$ cat config.mk
export PLATFORM = sky130hd
export DESIGN_NAME = gtimer_top
export DESIGN_NICKNAME = d
export VERILOG_FILES = /design/src/rtl/gtimer_pkg.sv /design/src/rtl/gtimer_prescale.sv /design/src/rtl/gtimer_counter.sv /design/src/rtl/gtimer_compare.sv /design/src/rtl/gtimer_top.sv
export SDC_FILE = /design/constraint.sdc
export NUM_CORES = 1
export LEC_CHECK = 0
export BUFFER_PORTS_ARGS = -buffer_cell sky130_fd_sc_hd__buf_4
export CAP_MARGIN = 15
export CORE_MARGIN = 2
export CORE_UTILIZATION = 40
export CTS_BUF_LIST = sky130_fd_sc_hd__clkbuf_8 sky130_fd_sc_hd__clkbuf_16
export DETAILED_ROUTE_END_ITERATION = 6
export SLEW_MARGIN = 20
export SYNTH_ARGS = -nofsm -noshare
export SYNTH_HDL_FRONTEND = slang
export SYNTH_SLANG_ARGS = --single-unit
$ cat constraint.sdc
create_clock -name clk -period 6.6 [get_ports clk]
set_input_delay 0.33 -clock clk [delete_from_list [all_inputs] [get_ports clk]]
set_output_delay 0.33 -clock clk [all_outputs]
set_load 0.05 [all_outputs]
$ cat src/rtl/gtimer_pkg.sv
package gtimer_pkg;
  localparam int ADDR_W = 3;

  typedef enum logic [ADDR_W-1:0] {
    A_CNT_LO = 3'd0,
    A_CNT_HI = 3'd1,
    A_CTRL   = 3'd2,
    A_STAT   = 3'd3,
    A_CMP_LO = 3'd4,
    A_CMP_HI = 3'd5,
    A_STEP   = 3'd6
  } reg_addr_e;

  localparam int CB_RUN  = 0;
  localparam int CB_CEN  = 1;
  localparam int CB_IEN  = 2;
  localparam int CB_AUTO = 3;
  localparam int CB_PSC  = 8;
endpackage

$ cat src/rtl/gtimer_prescale.sv
module gtimer_prescale #(
  parameter int PSC_W = 8
) (
  input  logic             clk,
  input  logic             rst_n,
  input  logic             run,
  input  logic [PSC_W-1:0] psc,
  output logic             tick
);
  logic [PSC_W-1:0] div_q;
  logic             wrap;

  // >= rather than == so lowering psc mid-count cannot skip a wrap
  assign wrap = (div_q >= psc);
  assign tick = run & wrap;

  always_ff @(posedge clk) begin
    if (!rst_n || !run)  div_q <= '0;
    else if (wrap)       div_q <= '0;
    else                 div_q <= div_q + 1'b1;
  end
endmodule

$ cat src/rtl/gtimer_counter.sv
module gtimer_counter #(
  parameter int HALF_W = 32
) (
  input  logic                  clk,
  input  logic                  rst_n,
  input  logic                  tick,
  input  logic                  wr_lo,
  input  logic                  wr_hi,
  input  logic [HALF_W-1:0]     wdata,
  output logic [2*HALF_W-1:0]   count
);
  always_ff @(posedge clk) begin
    if (!rst_n)     count <= '0;
    else if (wr_lo) count[HALF_W-1:0] <= wdata;
    else if (wr_hi) count[2*HALF_W-1:HALF_W] <= wdata;
    else if (tick)  count <= count + 1'b1;
  end
endmodule

$ cat src/rtl/gtimer_compare.sv
module gtimer_compare #(
  parameter int HALF_W = 32
) (
  input  logic                  clk,
  input  logic                  rst_n,
  input  logic [2*HALF_W-1:0]   count,
  input  logic                  cmp_en,
  input  logic                  auto_en,
  input  logic [HALF_W-1:0]     step,
  input  logic                  wr_lo,
  input  logic                  wr_hi,
  input  logic [HALF_W-1:0]     wdata,
  output logic [2*HALF_W-1:0]   cmp,
  output logic                  fire
);
  logic ge;
  logic ge_q;
  logic adv_q;

  assign ge   = (count >= cmp);
  // fire on a fresh crossing, or re-check right after an advance
  assign fire = cmp_en & ge & (~ge_q | adv_q);

  always_ff @(posedge clk) begin
    if (!rst_n) begin
      cmp   <= '0;
      ge_q  <= 1'b0;
      adv_q <= 1'b0;
    end else begin
      ge_q  <= cmp_en & ge;
      adv_q <= fire & auto_en;
      if (wr_lo)                cmp[HALF_W-1:0] <= wdata;
      else if (wr_hi)           cmp[2*HALF_W-1:HALF_W] <= wdata;
      else if (fire && auto_en) cmp <= cmp + {{HALF_W{1'b0}}, step};
    end
  end
endmodule

$ cat src/rtl/gtimer_top.sv
module gtimer_top
  import gtimer_pkg::*;
#(
  parameter int HALF_W = 32,
  parameter int PSC_W  = 8
) (
  input  logic              clk,
  input  logic              rst_n,
  input  logic [ADDR_W-1:0] reg_addr,
  input  logic              reg_wr,
  input  logic [HALF_W-1:0] reg_wdata,
  output logic [HALF_W-1:0] reg_rdata,
  output logic              irq
);
  localparam int CNT_W = 2 * HALF_W;

  logic             run_q, cen_q, ien_q, auto_q;
  logic [PSC_W-1:0] psc_q;
  logic [HALF_W-1:0] step_q;
  logic             evt_flag;
  logic             tick, fire, clr;
  logic             wr_cnt_lo, wr_cnt_hi, wr_cmp_lo, wr_cmp_hi;
  logic [CNT_W-1:0] count, cmp;
  logic [HALF_W-1:0] ctrl_rd;

  assign wr_cnt_lo = reg_wr && (reg_addr == A_CNT_LO);
  assign wr_cnt_hi = reg_wr && (reg_addr == A_CNT_HI);
  assign wr_cmp_lo = reg_wr && (reg_addr == A_CMP_LO);
  assign wr_cmp_hi = reg_wr && (reg_addr == A_CMP_HI);
  assign clr       = reg_wr && (reg_addr == A_STAT) && reg_wdata[0];

  always_ff @(posedge clk) begin
    if (!rst_n) begin
      run_q <= 1'b0; cen_q <= 1'b0; ien_q <= 1'b0; auto_q <= 1'b0;
      psc_q <= '0;   step_q <= '0;  evt_flag <= 1'b0;
    end else begin
      if (reg_wr && reg_addr == A_CTRL) begin
        run_q  <= reg_wdata[CB_RUN];
        cen_q  <= reg_wdata[CB_CEN];
        ien_q  <= reg_wdata[CB_IEN];
        auto_q <= reg_wdata[CB_AUTO];
        psc_q  <= reg_wdata[CB_PSC +: PSC_W];
      end
      if (reg_wr && reg_addr == A_STEP) step_q <= reg_wdata;
      if (fire)     evt_flag <= 1'b1;
      else if (clr) evt_flag <= 1'b0;
    end
  end

  gtimer_prescale #(.PSC_W(PSC_W)) u_psc (
    .clk(clk), .rst_n(rst_n), .run(run_q), .psc(psc_q), .tick(tick)
  );

  gtimer_counter #(.HALF_W(HALF_W)) u_cnt (
    .clk(clk), .rst_n(rst_n), .tick(tick),
    .wr_lo(wr_cnt_lo), .wr_hi(wr_cnt_hi), .wdata(reg_wdata), .count(count)
  );

  gtimer_compare #(.HALF_W(HALF_W)) u_cmp (
    .clk(clk), .rst_n(rst_n), .count(count), .cmp_en(cen_q), .auto_en(auto_q),
    .step(step_q), .wr_lo(wr_cmp_lo), .wr_hi(wr_cmp_hi), .wdata(reg_wdata),
    .cmp(cmp), .fire(fire)
  );

  always_comb begin
    ctrl_rd = '0;
    ctrl_rd[CB_RUN]  = run_q;
    ctrl_rd[CB_CEN]  = cen_q;
    ctrl_rd[CB_IEN]  = ien_q;
    ctrl_rd[CB_AUTO] = auto_q;
    ctrl_rd[CB_PSC +: PSC_W] = psc_q;
  end

  always_comb begin
    case (reg_addr)
      A_CNT_LO: reg_rdata = count[HALF_W-1:0];
      A_CNT_HI: reg_rdata = count[CNT_W-1:HALF_W];
      A_CTRL:   reg_rdata = ctrl_rd;
      A_STAT:   reg_rdata = {{(HALF_W-1){1'b0}}, evt_flag};
      A_CMP_LO: reg_rdata = cmp[HALF_W-1:0];
      A_CMP_HI: reg_rdata = cmp[CNT_W-1:HALF_W];
      A_STEP:   reg_rdata = step_q;
      default:  reg_rdata = '0;
    endcase
  end

  assign irq = evt_flag & ien_q;
endmodule

[Word-level counts from Yosys, hierarchy flattened]
Index checks and enable logic that the tools add are counted.
Cells by class
  add/sub/neg operators: 3
  magnitude comparators: 2
  eq/ne operators: 8
  multiplexer cells: 11
  bitwise logic cells: 9
  reductions and logical operators: 23
Operators by type and width (number)
  $pmux W32 S7: 1
  $mux W32: 6
  $mux W64: 2
  $add A64 B1 Y64 const B: 1
  $add A64 B32 Y64: 1
  $ge A64 B64 Y1: 1
  $reduce_bool A2 Y1: 5
  $eq A3 B3 Y1 const B: 3
  $logic_and A1 B1 Y1: 9
  $add A8 B1 Y8 const B: 1
  $ge A8 B8 Y1: 1
  $reduce_and A2 Y1: 4
  $eq A3 B2 Y1 const B: 2
  $and A1 B1 Y1: 5
  $ne A2 B1 Y1 const B: 2
  $eq A3 B1 Y1 const B: 1
  $logic_not A3 Y1: 1
  $not A1 Y1: 3
  $logic_not A1 Y1: 2
  $mux W1: 2
  $reduce_or A2 Y1: 1
  $logic_or A1 B1 Y1: 1
  $or A1 B1 Y1: 1
Storage, ports and cells
  register bits: 183
  input port bits: 38
  output and inout port bits: 33
  logic and storage cells: 70

[Logic depth before layout (Yosys ltp)]
Gate-level depths: netlist of the first run.
  depth after elaboration: 7
  mapped depth: 13

[Hierarchy]
Synthesis of the first run repeated with hierarchy kept, for this count alone.
Unflattened totals
  cell total of the unflattened synthesis: 1987
  area total of the unflattened synthesis: 14871.8 sq um
By module, submodules not included
  gtimer_compare: instances 1, cells an instance 966, area an instance 7038.0 sq um, seq. area each 1321.3 sq um
  gtimer_counter: instances 1, cells an instance 555, area an instance 4070.2 sq um, seq. area each 1281.2 sq um
  gtimer_top: instances 1, cells an instance 405, area an instance 3256.9 sq um, seq. area each 900.9 sq um
  gtimer_prescale: instances 1, cells an instance 61, area an instance 506.7 sq um, seq. area each 160.2 sq um

[Worst setup path before layout of the first run]
OpenSTA, ideal clock, no wires.
  kind: input to output
  start: in reg_addr[0]
  end: out reg_rdata[16]
  data arrival time: 2691 ps
  required time: 6270 ps
  path slack: 3579 ps
  stages on the path: 5
  cells stage by stage: buf_1 buf_1 mux4_2 inv_1 o21ai_0
Between the ends
  cells in the longest elaborated chain, start to end: 2
  elaborated cells on any way between the ends: 8
  those cells by class: eq/ne: 6; mux: 1; reduce/logical: 1
RTL lines
  start: declaration: line gtimer_top.sv:9  | input logic [ADDR_W-1:0] reg_addr,
  $eq A3 B3 Y1 (tied with other cells): line gtimer_top.sv:75  | case (reg_addr)
  $pmux W32 S7 (*): line gtimer_top.sv:75
  end: declaration: line gtimer_top.sv:12  | output logic [HALF_W-1:0] reg_rdata,
Mark *: on every way between the ends. The rest lies on a longest branch, timed or not.

[Worst setup path after layout of the first run]
  start: reg u_cnt.count[25]
  end: reg u_cmp.cmp[46]
Between the ends
  cells in the longest elaborated chain, start to end: 6
RTL lines
  start: declaration: line gtimer_counter.sv:10  | output logic [2*HALF_W-1:0] count
  start signal: indexed assignment: line gtimer_counter.sv:14  | else if (wr_lo) count[HALF_W-1:0] <= wdata;
  start signal: indexed assignment: line gtimer_counter.sv:15  | else if (wr_hi) count[2*HALF_W-1:HALF_W] <= wdata;
  start signal: assignment: line gtimer_counter.sv:16  | else if (tick) count <= count + 1'b1;
  $ge A64 B64 Y1: line gtimer_compare.sv:20  | assign ge = (count >= cmp);
  $and A1 B1 Y1 (2 in series): line gtimer_compare.sv:22  | assign fire = cmp_en & ge & (~ge_q | adv_q);
  $logic_and A1 B1 Y1: line gtimer_compare.sv:34  | else if (fire && auto_en) cmp <= cmp + {{HALF_W{1'b0}}, step};
  $reduce_bool A2 Y1 (no source line)
  $reduce_and A2 Y1 (no source line)
  end signal: indexed assignment: line gtimer_compare.sv:32  | if (wr_lo) cmp[HALF_W-1:0] <= wdata;
  end signal: indexed assignment: line gtimer_compare.sv:33  | else if (wr_hi) cmp[2*HALF_W-1:HALF_W] <= wdata;
  end signal: assignment: line gtimer_compare.sv:34
  end: declaration: line gtimer_compare.sv:13  | output logic [2*HALF_W-1:0] cmp,
Every way passes these cells.
A chain may end at the register's enable or synchronous reset.

==> run_results.csv, run 1 <==
group,metric,value,unit
status,status,"finished, final reports clean",
floorplanning,core,35400,µm²
run,cap_violations,0,
placed_design,dp_hpwl,43.4,mm
setup_path,required,6960,ps
timing,period_share,0.622,
synth,synth.area.top_cells,"dfxtp_1 (26%), ha_1 (9.3%), nand2_1 (8.1%)",
layout,nFillCells,3674,
timing,fin_crit,4110,ps
synth,syn_avg_cell_area,7.23,µm²
drt,wl_per_cell,24.5,µm
global_routing,grt_max_degree,95,
floorplanning,initial_core_util,0.404,
timing,hold_viol_final,0,
timing,setup_viol,0,
floorplanning,ios,71,
placed_design,io_buffer_count,70,
layout,final_layout_size_suffix_gt1_frac,0.0902,
synth,syn_inst,1977,
drt,ant_nets,0,
global_routing,grt_pass1_vias,14410,
synth,async_flop_share,0,
drt,routed_via_density,6.38,
synth,synthTopCellsByCount,"nand2_1 (309), a21oi_1 (224), dfxtp_1 (183)",
synth,syn_area,14300,µm²
setup_path,startpoint_type,"flop",
pwr,ir_drop,195,µV
global_routing,grt_usage,0.322,
synth,synth_edf_count,0,
layout,fin_nets,2118,
timing,tightest_slew,1180,ps
clock_tree,cts_buffer_depth,2,
placed_design,routabilityCongestion,0.945,
clock_tree,cts_resized,0,
drt,drc,0,
timing,slew_headroom,0.208,
timing,clock_skew,13.8,ps
setup_path,crit_path_end_kind,"flop",
pwr,power_leakage,5.55,nW
timing,rsz0062_at_grt,"false",
synth,ys_ff_latch,183,
setup_path,arrival,4470,ps
clock_tree,root_buffer,"clkbuf_16",
clock_tree,cts_hold_buf,0,
clock_tree,clk_pin_slew_worst_paths,80,ps
floorplanning,rows,69,
layout,syn_to_final_growth,10.9,%
drt,first_pass_iters,5,
clock_tree,post_cts_buffers,0,
clock_tree,clk_latency,470,ps
floorplanning,dieHeight,193,µm
drt,vias,15621,
clock_tree,htree_levels,4,
global_routing,grt_pass1_wl,89.3,mm
pwr,p_per_area,168,nW/µm²
setup_path,cp_max_fo,15,
clock_tree,cts_tree,"done",
synth,synthFlopType,"dfxtp_1",
timing,fin_ws,2490,ps
clock_tree,cts_buffers,17,
synth,synth_nets,2122,
synth,synth.most_common_cell,"nand2_1",
synth,yosys_warnings,0,
setup_path,critical_path_class,"reg -> reg",
timing,tns,0,ps
clock_tree,cts.sinks,183,
synth,synthDistinctLibCells,74,
placed_design,post-place-ws,2650,ps
synth,synth_top_area_frac,0.256,
drt,drtIter0Drc,1492,
floorplanning,die_w,193,µm
global_routing,grt.overflow.total,0,
synth,yosysSeqAreaShare,0.256,
timing,slew_viol_final,0,
floorplanning,dieArea,37300,µm²
synth,synth_top_area_cell,"dfxtp_1",
min_path,hold_path_class,"in -> reg",
global_routing,antenna_found_initial,1,
timing,max_freq,0.243,GHz
drt,totalWireLength,60.0,mm
## critical path, cell delays in order (launching register included)
cell      delay, ps
dfxtp_1         500
ha_1            300
a21oi_1         160
o21ai_0         140
a221oi_1        580
o22ai_1         160
nor4_1          420
a21oi_4         250
o21ai_1         830
buf_4           340
nor2_1           80
a32o_1          240
## cells by family (layout without fill, tap and decap cells)
group / count (synthesis) / after routing / synth area share
AO/OA/AOI/OAI: 627 / 627 / 0.277
other: 0 / 1 / 0
adder cells (fa/ha/maj): 107 / 107 / 0.0942
AND/OR/NAND/NOR: 747 / 747 / 0.240
buffers and inverters: 237 / 245 / 0.0631
XOR/XNOR: 31 / 31 / 0.0190
flip-flops: 183 / 183 / 0.256
multiplexers: 45 / 45 / 0.0501
## state kept, by name, summed over array words and instances, names as in the netlist
signal,count
u_cmp.cmp,64
u_cnt.count,64
step_q,32
psc_q,8
u_psc.div_q,8
auto_q,1
cen_q,1
evt_flag,1
ien_q,1
run_q,1
u_cmp.adv_q,1
u_cmp.ge_q,1
## power by group
group,switching [mW],internal [mW]
combinational,0.255,0.115
clock,0.505,0.625
sequential,0.0312,1.12
total,0.792,1.86
## per-stage QoR
stage	area (µm²)	util	hold slack, ps	std cells	power (mW)
after global placement	15200	0.428	467	2413	1.54
after CTS	15800	0.447	143	2445	2.66
after detailed placement	15200	0.429	471	2414	1.54
after floorplan	14300	-	442	1977	1.39
final	15800	0.448	155	2447	2.66
after global routing	15800	0.448	169	2446	2.74
## area by class of cell
cell class | count | area (µm²) | share of cell area
Clock inverter | 11 | 150 | 0.00948
Timing Repair Buffer | 99 | 783 | 0.0494
Multi-Input combinational cell | 1557 | 9770 | 0.616
Inverter | 115 | 434 | 0.0274
Sequential cell | 183 | 3660 | 0.231
Clock buffer | 20 | 467 | 0.0295
Antenna cell | 1 | 2.50 | 0.000158
Tap cell | 461 | 577 | 0.0364
## layer usage
layer | GRT usage | vias up | share of wire
li1 | - | 7251 | -
met1 | 0.406 | 7425 | 0.41
met2 | 0.512 | 761 | 0.45
met3 | 0.0617 | 184 | 0.083
met4 | 0.191 | 0 | 0.063
met5 | 0 | - | 0
## path summary, 6_finish.rpt
kind | cells past startpoint | end | slack [ps] | startpoint
setup / recovery | 11 | u_cmp.cmp[46]$_SDFFE_PN0P_ | 2490 | u_cnt.count[25]$_SDFFE_PN0P_
hold / removal | 3 | step_q[25]$_SDFFE_PN0P_ | 160 | reg_wdata[25]
setup reg to reg | 11 | u_cmp.cmp[46]$_SDFFE_PN0P_ | 2490 | u_cnt.count[25]$_SDFFE_PN0P_
hold reg to reg | 2 | step_q[17]$_SDFFE_PN0P_ | 480 | step_q[17]$_SDFFE_PN0P_
## cells in the final DEF, fill, tap and decap left out, types with 10 or more instances in the layout
cell type	instances
o211ai_1	12
nand3_1	67
dfxtp_1	183
o21ai_0	113
mux4_2	21
xor2_1	16
xnor2_1	15
clkbuf_16	17
a21o_1	26
nor2b_1	10
nand2b_1	13
nor2_1	153
o31ai_1	11
and3_1	23
nor3_1	51
o221ai_1	10
ha_1	106
and2_1	14
a211oi_1	47
inv_1	115
a221oi_1	11
a21oi_1	222
o32ai_1	28
a311oi_1	13
nor4_1	17
buf_4	97
a22oi_1	13
mux2i_1	22
nand4_1	47
nand2_1	309
a31oi_1	44
Note: power is estimated with default switching activity, not from simulation.
==> inputs of run 2 (changes only) <==
==> constraint.sdc (replaced) <==
create_clock -name clk -period 4.04 [get_ports clk]
set_input_delay 0.202 -clock clk [delete_from_list [all_inputs] [get_ports clk]]
set_output_delay 0.202 -clock clk [all_outputs]
set_load 0.05 [all_outputs]
==> run 2 against run 1 <==
  * Maximum frequency increased by 12%
  * Worst setup slack got worse by 2100 ps
  * Design area increased by 1.5%
  * Sequential power increased by 63%
  * Critical path type unchanged
  * Worst hold slack got worse by 120 ps
  * Largest power group unchanged
  * Core utilization increased by 0.66 points
  * Global-route usage increased by 0.66 points
==> run_results.csv, run 2 (synthesis results as in run 1) <==
group,metric,value,unit
status,status,"finished, final reports clean",
drt,totalWireLength,61.1,mm
global_routing,grt_pass1_wl,91.5,mm
floorplanning,die_w,193,µm
floorplanning,core,35400,µm²
clock_tree,root_buffer,"clkbuf_16",
clock_tree,cts.sinks,183,
drt,first_pass_iters,7,
placed_design,routabilityCongestion,0.977,
clock_tree,htree_levels,4,
drt,routed_via_density,6.42,
timing,setup_viol,0,
floorplanning,dieHeight,193,µm
placed_design,dp_hpwl,44.7,mm
setup_path,arrival,4020,ps
timing,tns,0,ps
placed_design,post-place-ws,441,ps
drt,drc,0,
setup_path,crit_path_end_kind,"flop",
clock_tree,cts_hold_buf,0,
layout,final_layout_size_suffix_gt1_frac,0.105,
clock_tree,cts_buffers,17,
global_routing,grt_pass1_vias,14612,
floorplanning,rows,69,
timing,slew_headroom,0.273,
setup_path,crit_chain,"ha_1 > inv_1 > fa_1 > nor2b_1 > o2111ai_1 > a21boi_0 > a221o_1 > a31oi_1 > o21ai_0 > buf_4 > and2_1 > nand3_1 > a221oi_1",
floorplanning,ios,71,
layout,fin_nets,2148,
layout,final_common_cell,"nand2_1",
drt,drtIter0Drc,1466,
timing,hold_viol_final,0,
clock_tree,cts_resized,0,
global_routing,antenna_found_initial,0,
pwr,ir_drop,313,µV
pwr,power_leakage,5.72,nW
setup_path,critical_path_class,"reg -> reg",
floorplanning,initial_core_util,0.404,
timing,tightest_slew,1090,ps
setup_path,startpoint_type,"flop",
clock_tree,post_cts_buffers,0,
global_routing,grt.overflow.total,0,
timing,clock_skew,15.7,ps
layout,diodes,0,
setup_path,cp_max_fo,11,
global_routing,grt_usage,0.329,
timing,rsz0062_at_grt,"false",
setup_path,slowest_stage,"fa_1",
clock_tree,clk_pin_slew_worst_paths,80,ps
drt,wl_per_cell,24.7,µm
placed_design,io_buffer_count,70,
setup_path,cpPeakStageDelay,410,ps
clock_tree,cts_buffer_depth,2,
layout,reg.largest.list,"u_cmp.cmp (64), u_cnt.count (64), step_q (32)",
setup_path,required,4400,ps
clock_tree,clk_latency,470,ps
global_routing,grt_max_degree,86,
timing,fin_crit,3660,ps
drt,vias,15908,
timing,period_share,0.906,
layout,final_cell_mix,"nand2_1 (309), a21oi_1 (222), dfxtp_1 (183)",
timing,slew_viol_final,0,
min_path,hold_path_class,"in -> reg",
floorplanning,dieArea,37300,µm²
pwr,p_per_area,273,nW/µm²
timing,fin_ws,379,ps
drt,ant_nets,0,
clock_tree,cts_tree,"done",
run,cap_violations,0,
timing,max_freq,0.273,GHz
layout,syn_to_final_growth,12.5,%
==> run 2: metrics by stage <==
| stage | hold slack, ps | util | cell area [µm²] | power [mW] | instances |
|---|---|---|---|---|---|
| floorplan | 338 | - | 14300 | 2.27 | 1977 |
| global placement | 465 | 0.437 | 15500 | 2.52 | 2445 |
| detailed placement | 472 | 0.437 | 15500 | 2.53 | 2445 |
| CTS | 24.7 | 0.454 | 16100 | 4.40 | 2477 |
| global route | 35.9 | 0.454 | 16100 | 4.53 | 2477 |
| finish | 35.3 | 0.454 | 16100 | 4.40 | 2477 |
==> run 2: cell type report <==
type / instances / area (µm²)
sequential: 183 / 3660
tap: 461 / 577
multi-input combinational: 1557 / 9760
clock buffer: 17 / 425
inverter: 115 / 434
clock inverter: 15 / 201
timing repair buffer: 129 / 1020
fill: 3625 / 19300
==> run 2: critical path: cells and delay by family, from the launching register on <==
kind,cells,cell delay (ps)
AOI/OAI and AO/OA,6,1600
and+or+nand+nor,3,630
adders and majority gates,2,600
DFF,1,400
buffers and inverters,2,320
==> run 2: metal layers <==
layer / vias up / track usage / part of all wire
li1: 7322 / - / -
met1: 7577 / 0.429 / 0.41
met2: 829 / 0.519 / 0.45
met3: 180 / 0.0585 / 0.084
met4: 0 / 0.171 / 0.056
met5: - / 0 / 0
==> run 2: final timing paths <==
| path | from | depth (start not counted) | slack (ps) | end |
|---|---|---|---|---|
| max reg2reg | step_q[0]$_SDFFE_PN0P_ | 13 | 380 | u_cmp.cmp[56]$_SDFFE_PN0P_ |
| min reg2reg | step_q[5]$_SDFFE_PN0P_ | 2 | 480 | step_q[5]$_SDFFE_PN0P_ |
| max | step_q[0]$_SDFFE_PN0P_ | 13 | 380 | u_cmp.cmp[56]$_SDFFE_PN0P_ |
| min | reg_wdata[29] | 3 | 40 | step_q[29]$_SDFFE_PN0P_ |
==> run 2: report_power, final <==
part | total (mW) | leakage (nW) | internal [mW] | switching (mW)
clock | 1.89 | 0.306 | 1.00 | 0.889
sequential | 1.89 | 1.48 | 1.84 | 0.0493
combinational | 0.619 | 3.93 | 0.194 | 0.425
==> inputs of run 3 (changes only) <==
--- a/config.mk
+++ b/config.mk
@@ -5,12 +5,11 @@
 export SDC_FILE = /design/constraint.sdc
 export NUM_CORES = 1
 export LEC_CHECK = 0
-export BUFFER_PORTS_ARGS = -buffer_cell sky130_fd_sc_hd__buf_4
 export CAP_MARGIN = 15
 export CORE_MARGIN = 2
 export CORE_UTILIZATION = 40
-export CTS_BUF_LIST = sky130_fd_sc_hd__clkbuf_8 sky130_fd_sc_hd__clkbuf_16
 export DETAILED_ROUTE_END_ITERATION = 6
+export DONT_BUFFER_PORTS = 1
 export SLEW_MARGIN = 20
 export SYNTH_ARGS = -nofsm -noshare
 export SYNTH_HDL_FRONTEND = slang
==> run 3 against run 2 <==
  * Clock power fell by 4%
  * Die area did not move
  * Register-to-register slack got worse by 150 ps
  * Critical path depth fell by 1
  * Via count fell by 1.2%
  * First-iteration DRC count rose by 7.4%
  * Largest power group unchanged
==> run_results.csv, run 3 (synthesis results as in run 1) <==
group,metric,value,unit
global_routing,grt_usage,0.337,
drt,routed_via_density,6.44,
setup_path,arrival,4170,ps
drt,vias,15718,
floorplanning,dieArea,37300,µm²
timing,tightest_slew,1140,ps
timing,rsz0062_at_grt,"false",
drt,totalWireLength,62.8,mm
clock_tree,htree_levels,4,
layout,final_layout_size_suffix_gt1_frac,0.0714,
min_path,hold_path_class,"in -> reg",
global_routing,top_usage_layer,"met2",
global_routing,grt_pass1_vias,14454,
floorplanning,dieHeight,193,µm
timing,slew_headroom,0.243,
timing,slew_viol_final,0,
timing,fin_crit,3810,ps
placed_design,dp_hpwl,43.9,mm
layout,final_common_cell,"nand2_1",
setup_path,crit_chain,"inv_1 > ha_1 > nand4_1 > nor4_2 > nand4_1 > o22ai_1 > nor4_1 > and2_1 > nor3_1 > buf_4 > nand4_1 > a221oi_1",
placed_design,placed_cells,2370,
setup_path,required,4400,ps
pwr,finalPower,4.25,mW
layout,reg.largest.list,"u_cmp.cmp (64), u_cnt.count (64), step_q (32)",
timing,hold_viol_final,0,
pwr,intPower,2.99,mW
setup_path,path_delay_family,"simple AND/OR/NAND/NOR gates",
clock_tree,cts_tree,"done",
timing,setup_viol,0,
floorplanning,die_w,193,µm
pwr,clock_power_share,0.428,
clock_tree,root_buffer,"clkbuf_16",
pwr,power_switching,1.26,mW
setup_path,r2r_end,"u_cmp.cmp[52]$_SDFFE_PN0P_",
setup_path,cp_max_fo,10,
pwr,ir_drop,267,µV
global_routing,gr-usage-met1,0.434,
layout,fin_nets,2107,
setup_path,ff2ff_setup_slack,230,ps
global_routing,grt_pass1_wl,93.4,mm
timing,max_freq,0.262,GHz
clock_tree,cts.sinks,183,
global_routing,grt_max_degree,86,
floorplanning,ios,71,
floorplanning,core,35400,µm²
min_path,hp-start,"reg_wdata[29]",
setup_path,startpoint_type,"flop",
status,status,"finished, final reports clean",
clock_tree,cts_buffers,17,
pwr,p_per_area,268,nW/µm²
setup_path,worstReg2RegStart,"u_cmp.cmp[60]$_SDFFE_PN0P_",
pwr,p_sw_frac,0.296,
floorplanning,initial_core_util,0.404,
min_path,holdPathStages,2,
global_routing,grt.overflow.total,0,
timing,clock_skew,16.8,ps
global_routing,use_met2,0.528,
setup_path,worstRegToRegCells,12,
global_routing,use_met3,0.0637,
setup_path,crit_path_end_kind,"flop",
floorplanning,rows,69,
layout,syn_to_final_growth,10.9,%
layout,fin_cells,2442,
clock_tree,clk_latency,460,ps
drt,ant_nets,0,
setup_path,critical_path_class,"reg -> reg",
pwr,seq_power_share,0.443,
drt,drtIter0Drc,1574,
clock_tree,clk_pin_slew_worst_paths,70,ps
drt,drc,0,
setup_path,crit_path_start,"u_cmp.cmp[60]$_SDFFE_PN0P_",
clock_tree,cts_buffer_depth,2,
setup_path,cpPeakStageDelay,580,ps
pwr,power_leakage,5.47,nW
layout,final_cell_mix,"nand2_1 (308), a21oi_1 (222), dfxtp_1 (183)",
timing,period_share,0.944,
placed_design,routabilityCongestion,1.00,
run,cap_violations,0,
drt,first_pass_iters,5,
min_path,worstHoldEndpoint,"u_cnt.count[29]$_SDFFE_PN0P_",
pwr,combPwrFrac,0.129,
placed_design,io_buffer_count,0,
setup_path,crit_top_cell,"nand4_1",
setup_path,cp_num_buf_inv,2,
setup_path,slowest_stage,"nor3_1",
timing,tns,0,ps
drt,wl_per_cell,25.7,µm
global_routing,antenna_found_initial,2,
## run 3: repair_timing
action | 4_1_cts | 5_1_grt
buffers inserted | 0 | 0
endpoints found under the setup margin | 0 | 1
hold endpoints to repair | 137 | 0
hold buffers | 34 | 0
gates resized for setup | 0 | 1
## run 3: power by group through the flow
stage | registers (mW) | logic [mW] | clock network (mW)
3_5_place_dp | 1.92 | 0.453 | 0
3_3_place_gp | 1.92 | 0.447 | 0
2_1_floorplan | 1.90 | 0.366 | 0
4_1_cts | 1.88 | 0.535 | 1.83
6_report | 1.88 | 0.548 | 1.82
5_1_grt | 1.89 | 0.586 | 1.89
## run 3: metrics by stage
stage,setup WS (ps),cell area (µm²),utilization,hold WS [ps]
6_report,226,15800,0.448,5.31
5_1_grt,35.8,15800,0.447,14.7
4_1_cts,307,15800,0.447,2.97
3_5_place_dp,333,14900,0.420,346
3_3_place_gp,441,14800,0.419,340
2_1_floorplan,1080,14300,-,338
## run 3: how the worst max path moves through the flow
stage	endpoint	slack (ps)	cells past startpoint
CTS	u_cmp.cmp[56]$_SDFFE_PN0P_	310	13
floorplan	u_cmp.cmp[46]$_SDFFE_PN0P_	1080	13
global route	u_cmp.cmp[35]$_SDFFE_PN0P_	40	11
finish	u_cmp.cmp[52]$_SDFFE_PN0P_	230	12
global placement	u_cmp.cmp[56]$_SDFFE_PN0P_	440	13
detailed placement	u_cmp.cmp[56]$_SDFFE_PN0P_	330	13
## run 3: layer usage
metal | vias to the layer above | routed length (µm)
met1 | 7404 | 25300
li1 | 7234 | -
met3 | 192 | 5700
met5 | - | 0
met2 | 888 | 27600
met4 | 0 | 4210
## run 3: cell type report
type / instances / area [µm²]
inverters: 115 / 434
multi-input cells: 1557 / 9780
flip-flops and latches: 183 / 3660
well taps: 461 / 577
fillers: 3660 / 19600
clock inverters: 11 / 136
clock buffers: 20 / 467
repair buffers: 88 / 763
diodes: 7 / 17.5
